$ cat src/rtl/rnd_pkg.sv
package rnd_pkg;
  // Rounding direction codes as seen on the in_mode port.
  typedef enum logic [1:0] {
    RM_NEAREST = 2'b00,
    RM_ZERO    = 2'b01,
    RM_NEG_INF = 2'b10,
    RM_POS_INF = 2'b11
  } rnd_mode_e;

  // Number of extra low-order bits: guard and round.
  localparam int GR_W = 2;
endpackage

$ cat src/rtl/rnd_decide.sv
module rnd_decide
  import rnd_pkg::*;
(
  input  logic      guard_i,
  input  logic      round_i,
  input  logic      sticky_i,
  input  logic      lsb_i,
  input  logic      sign_i,
  input  rnd_mode_e mode_i,
  output logic      inexact_o,
  output logic      bump_o
);
  logic lost;

  always_comb begin
    lost = guard_i | round_i | sticky_i;
    case (mode_i)
      RM_ZERO:    bump_o = 1'b0;
      RM_NEG_INF: bump_o = lost & sign_i;
      RM_POS_INF: bump_o = lost & ~sign_i;
      default:    bump_o = guard_i & (round_i | sticky_i | lsb_i);
    endcase
    inexact_o = lost;
  end

  // nothing was discarded, so no mode may increment.
  always_comb begin
    assert_exact_no_bump_R2: assert (!(bump_o && !inexact_o))
      else $error("increment on an exact operand");
  end
endmodule

$ cat src/rtl/rnd_incr.sv
module rnd_incr #(
  parameter int  WIDTH    = 64,
  parameter bit  FAST_ADD = 1'b1
) (
  input  logic [WIDTH-1:0] a_i,
  input  logic             cin_i,
  output logic [WIDTH:0]   sum_o
);
  generate
    if (FAST_ADD) begin : g_fast
      // The tool picks the adder structure.
      assign sum_o = {1'b0, a_i} + {{WIDTH{1'b0}}, cin_i};
    end else begin : g_ripple
      // Explicit ripple chain of half adders.
      logic [WIDTH:0] carry;
      assign carry[0] = cin_i;
      for (genvar i = 0; i < WIDTH; i++) begin : g_bit
        assign sum_o[i]    = a_i[i] ^ carry[i];
        assign carry[i+1]  = a_i[i] & carry[i];
      end
      assign sum_o[WIDTH] = carry[WIDTH];
    end
  endgenerate
endmodule

$ cat src/rtl/mant_round.sv
module mant_round
  import rnd_pkg::*;
#(
  parameter int MANT_W   = 64,
  parameter bit FAST_ADD = 1'b1
) (
  input  logic              clk,
  input  logic              rst_n,
  input  logic              in_valid,
  input  logic [MANT_W+1:0] in_mant,
  input  logic              in_sticky,
  input  logic              in_sign,
  input  logic [1:0]        in_mode,
  output logic              out_valid,
  output logic [MANT_W:0]   out_mant,
  output logic              out_inexact,
  output logic              out_rounded_up
);
  localparam int IN_W  = MANT_W + GR_W;
  localparam int OUT_W = MANT_W + 1;

  logic [MANT_W-1:0] kept;
  logic              inexact_c;
  logic              bump_c;
  logic [OUT_W-1:0]  sum_c;

  logic              valid_d, valid_q;
  logic [OUT_W-1:0]  mant_d, mant_q;
  logic              inex_d, inex_q;
  logic              up_d, up_q;

  assign kept = in_mant[IN_W-1:GR_W];

  rnd_decide u_decide (
    .guard_i   (in_mant[1]),
    .round_i   (in_mant[0]),
    .sticky_i  (in_sticky),
    .lsb_i     (in_mant[GR_W]),
    .sign_i    (in_sign),
    .mode_i    (rnd_mode_e'(in_mode)),
    .inexact_o (inexact_c),
    .bump_o    (bump_c)
  );

  rnd_incr #(.WIDTH(MANT_W), .FAST_ADD(FAST_ADD)) u_incr (
    .a_i   (kept),
    .cin_i (bump_c),
    .sum_o (sum_c)
  );

  // Next-state logic with the clock enable written out.
  always_comb begin
    valid_d = in_valid;
    mant_d  = mant_q;
    inex_d  = inex_q;
    up_d    = up_q;
    if (in_valid) begin
      mant_d = sum_c;
      inex_d = inexact_c;
      up_d   = bump_c;
    end
  end

  always_ff @(posedge clk or negedge rst_n) begin
    if (!rst_n) begin
      valid_q <= 1'b0;
      mant_q  <= '0;
      inex_q  <= 1'b0;
      up_q    <= 1'b0;
    end else begin
      valid_q <= valid_d;
      mant_q  <= mant_d;
      inex_q  <= inex_d;
      up_q    <= up_d;
    end
  end

  assign out_valid      = valid_q;
  assign out_mant       = mant_q;
  assign out_inexact    = inex_q;
  assign out_rounded_up = up_q;

  assert_valid_follows_R1: assert property (@(posedge clk) disable iff (!rst_n)
    in_valid |=> out_valid);
  assert_valid_drops_R1: assert property (@(posedge clk) disable iff (!rst_n)
    !in_valid |=> !out_valid);
  assert_inexact_R3: assert property (@(posedge clk) disable iff (!rst_n)
    (in_valid && (in_mant[1] || in_mant[0] || in_sticky)) |=> out_inexact);
  assert_nearest_guard_R4: assert property (@(posedge clk) disable iff (!rst_n)
    (in_valid && in_mode == 2'b00 && !in_mant[1]) |=> !out_rounded_up);
  assert_tie_even_R5: assert property (@(posedge clk) disable iff (!rst_n)
    (in_valid && in_mode == 2'b00 && in_mant[1:0] == 2'b10 && !in_sticky && !in_mant[2])
    |=> !out_rounded_up);
  assert_toward_zero_R6: assert property (@(posedge clk) disable iff (!rst_n)
    (in_valid && in_mode == 2'b01) |=> !out_rounded_up);
  assert_neg_inf_R7: assert property (@(posedge clk) disable iff (!rst_n)
    (in_valid && in_mode == 2'b10 && !in_sign) |=> !out_rounded_up);
  assert_pos_inf_R8: assert property (@(posedge clk) disable iff (!rst_n)
    (in_valid && in_mode == 2'b11 && in_sign) |=> !out_rounded_up);
  assert_sum_R10: assert property (@(posedge clk) disable iff (!rst_n)
    in_valid |=> (out_mant == ({1'b0, $past(kept)} + {{MANT_W{1'b0}}, out_rounded_up})));
  assert_hold_R11: assert property (@(posedge clk) disable iff (!rst_n)
    !in_valid |=> ($stable(out_mant) && $stable(out_inexact) && $stable(out_rounded_up)));
endmodule

$ cat config.mk
export PLATFORM = sky130hd
export DESIGN_NAME = mant_round
export DESIGN_NICKNAME = d
export VERILOG_FILES = /design/src/rtl/rnd_pkg.sv /design/src/rtl/rnd_decide.sv /design/src/rtl/rnd_incr.sv /design/src/rtl/mant_round.sv
export SDC_FILE = /design/constraint.sdc
export NUM_CORES = 1
export LEC_CHECK = 0
export CAP_MARGIN = 5
export CORE_MARGIN = 2
export CORE_UTILIZATION = 49
export DETAILED_ROUTE_END_ITERATION = 10
export GPL_ROUTABILITY_DRIVEN = 0
export GPL_TIMING_DRIVEN = 0
export PLACE_DENSITY = 0.86
export RECOVER_POWER = 50
export SYNTH_ARGS = -nofsm -noshare
export SYNTH_HDL_FRONTEND = slang
export SYNTH_HIERARCHICAL = 1
export SYNTH_SLANG_ARGS = --single-unit
export TNS_END_PERCENT = 100
$ cat constraint.sdc
create_clock -name clk -period 2.15 [get_ports clk]
set_input_delay 0.645 -clock clk [delete_from_list [all_inputs] [get_ports clk]]
set_output_delay 0.645 -clock clk [all_outputs]
set_load 0.005 [all_outputs]
==> results.yml <==
outcome:
  status: "complete, but fails checks"
  violations: "capacitance limit, slew limit, setup timing"
hold_path:
  hp-start: "out_mant[23]$_DFFE_PN0P_"
  min_path_cells: 1
  hold_class: "flip-flop to flip-flop"
routing:
  drtAntennaViolNets: 0
  route.detailed.drc: 0
  dr.pass1.iters: 5
  via_per_inst: 5.66
  drt_wl_total_um: 12600
  wire_per_inst_um: 19.8
  drtIter0Drc: 138
  vias: 3602
die:
  num_rows: 33
  initial_core_util_pct: 49.8
  die_y_um: 94.7
  die-area_um2: 8970
  die_w_um: 94.7
  core_um2: 8090
  pin_count: 141
timing:
  max_freq_mhz: 375
  slew-limit-headroom_pct: -13.8
  setup_viol: 57
  finalHoldViolCount: 0
  rsz0062_at_grt: "yes"
  fin_skew_ns: 0
  finalCritPeriodShare_pct: 124
  tightestPinTransition_ns: 1.71
  drv_slew: 69
  layout_min_cycle_time_ns: 2.66
  setup_ws_ns: -0.514
synth:
  synthTopCellsByArea: "dfrtp_1 (42%), mux2_4 (11%), mux2_2 (10%)"
  synth.distinct_cells: 35
  postSynthCellCount: 346
  yosys_warnings: 6
  syn_nets: 421
  ys_ff_latch: 68
  syn_area_um2: 4030
  syn_avg_cell_area_um2: 11.7
  synth_top_area_cell: "dfrtp_1"
  synth_top_area_share_pct: 42.2
  seq_area_frac_synth_pct: 42.2
cells_and_area:
  final_util_pct: 82.2
  fillerInstances: 441
  area_delta_synth_final_pct: 65.0
  drive_above_1_share_pct: 38.8
  diodes: 0
  nets: 602
clock_network:
  cts_tree: "yes"
  clock-sinks: 68
  clockBufferDepth: 2
  cts_root_buffer: "clkbuf_8"
  htreeDepth: 3
  clk_latency_ns: 0.34
  cts_buffers: 9
  path_clk_slew_ns: 0.07
setup_path:
  path_cells: "clkdlybuf4s50_1 -> and3_2 -> and4_1 -> buf_6 -> and4_1 -> buf_8 -> and4bb_2 -> xor2_1 -> mux2_4"
  slowest_delay_ns: 0.57
  critPathLaunchType: "primary input"
  reg2regPathDepth: 1
  crit_path_start: "in_mant[18]"
  timing.rr.start: "out_mant[30]$_DFFE_PN0P_"
  cp.required_ns: 2.38
  worstSetupPathType: "primary input to flip-flop"
  crit_fanout: 9
  cp-end-kind: "flip-flop"
  critPathArrivalTime_ns: 2.90
  cpMostUsedCell: "and4_1"
  cp_slowest_cell: "clkdlybuf4s50_1"
grt:
  top_usage_layer: "met2"
  grt_use_total_pct: 27.2
  overflow: 0
  antenna_found_initial: 0
  grt_max_degree: 69
  grt_pass1_wl_um: 18500
  grtUsageMet3_pct: 6.07
  grt_pass1_vias: 3656
  use_met2_pct: 46.8
  grt_use_met1_pct: 32.2
job:
  cap_violations: 1
pwr:
  ir_drop_mv: 0.311
  p_leak_nw: 3.00
  p_per_area_nw_per_um2: 494
  power_mw: 3.29
placement:
  dpl.hpwl_um: 7810
  pre_cts_slack_ns: -1.68
  port_buffers: 140
-- power by group --
part / internal [mW] / switching [mW]
Combinational: 0.571 / 0.332
Sequential: 1.41 / 0.0778
Clock: 0.413 / 0.486
-- worst max-delay path: cells and delay by family --
| kind | cells | cell delay, ns |
|---|---|---|
| AND/OR/NAND/NOR | 4 | 1.02 |
| buffers and inverters | 3 | 0.89 |
| multiplexers | 1 | 0.26 |
| XOR/XNOR | 1 | 0.07 |
-- synth_stat cells (all sizes together) --
cell type	n
nand2	19
ha	2
inv	7
nand3	26
nand2b	1
xor2	29
dfrtp	68
and4bb	1
clkbuf	2
or2	2
nor3	18
buf	8
xnor2	34
nor2	16
and3	9
nand4	18
and2	2
or3	2
and4	6
nor4	8
a21oi	1
mux2	67
-- worst paths after layout --
| kind | end | slack (ns) |
|---|---|---|
| worst max-delay path | out_mant[60]$_DFFE_PN0P_ | -0.51 |
| worst min-delay path | out_mant[23]$_DFFE_PN0P_ | 0.51 |
| worst max register to register | out_mant[30]$_DFFE_PN0P_ | 1.35 |
| worst min register to register | out_mant[23]$_DFFE_PN0P_ | 0.51 |
| max in group asynchronous | out_rounded_up$_DFFE_PN0P_ | 0.39 |
| min in group asynchronous | out_mant[44]$_DFFE_PN0P_ | 0.72 |
-- flip-flops by register name (all words and copies together), names as in the netlist --
signal,flops
out_mant,65
out_rounded_up,1
out_inexact,1
out_valid,1
-- layout by cell type, fill, tap and decap left out, types with 8 or more instances in the layout --
cell type,netlist,routed
dfrtp_1,68,68
clkbuf_8,0,9
mux2_2,37,15
clkdlybuf4s50_1,0,124
nand3_2,1,11
xor2_1,29,29
xnor2_1,34,28
nor4_4,2,8
nor3_4,0,11
nand4_1,15,15
nand3_4,1,8
nand2_1,19,14
mux2_4,30,52
buf_6,3,17
buf_4,2,17
nand3_1,24,8
-- metal layers --
metal,routed length (µm),share of wire (%)
met3,799,6.3
met1,5080,40
met5,0,0
met4,347,2.8
met2,6370,51
-- area by class of cell --
type	count	area [µm²]	share of cell area (%)
plain buffers	10	93.8	1.41
clock buffers	13	139	2.09
clock inverters	2	12.5	0.188
inverters	7	26.3	0.395
multi-input cells	263	2890	43.5
flip-flops and latches	68	1700	25.6
well taps	105	131	1.97
repair buffers	168	1660	24.9
-- through the flow --
stage / instances / cell area [µm²] / TNS (ns) / hold slack, ns
2_1_floorplan: 346 / 4220 / -25.31 / 0.349
3_3_place_gp: 591 / 5750 / -199.76 / 0.490
3_5_place_dp: 591 / 5750 / -78.10 / 0.495
4_1_cts: 628 / 6360 / -26.88 / 0.445
5_1_grt: 636 / 6660 / -23.42 / 0.528
6_report: 636 / 6660 / -18.56 / 0.514
-- logic make-up after synthesis --
group | after synthesis | synth area share [%]
AOI/OAI and AO/OA | 1 | 0.124
xor gates and xnor gates | 63 | 13.7
adders and majority gates | 2 | 0.620
buffers and inverters | 17 | 2.48
DFF | 68 | 42.2
muxes | 67 | 21.5
and+or+nand+nor | 128 | 19.4
-- what timing repair did --
item / in CTS / in global routing
buffers inserted: 21 / 10
resized for setup: 85 / 53
pin swaps: 31 / 27
hold buffers: 0 / 0
endpoints found under the setup margin: 61 / 61
gates cloned: 2 / 0
Note: power is estimated with default switching activity, not from simulation.
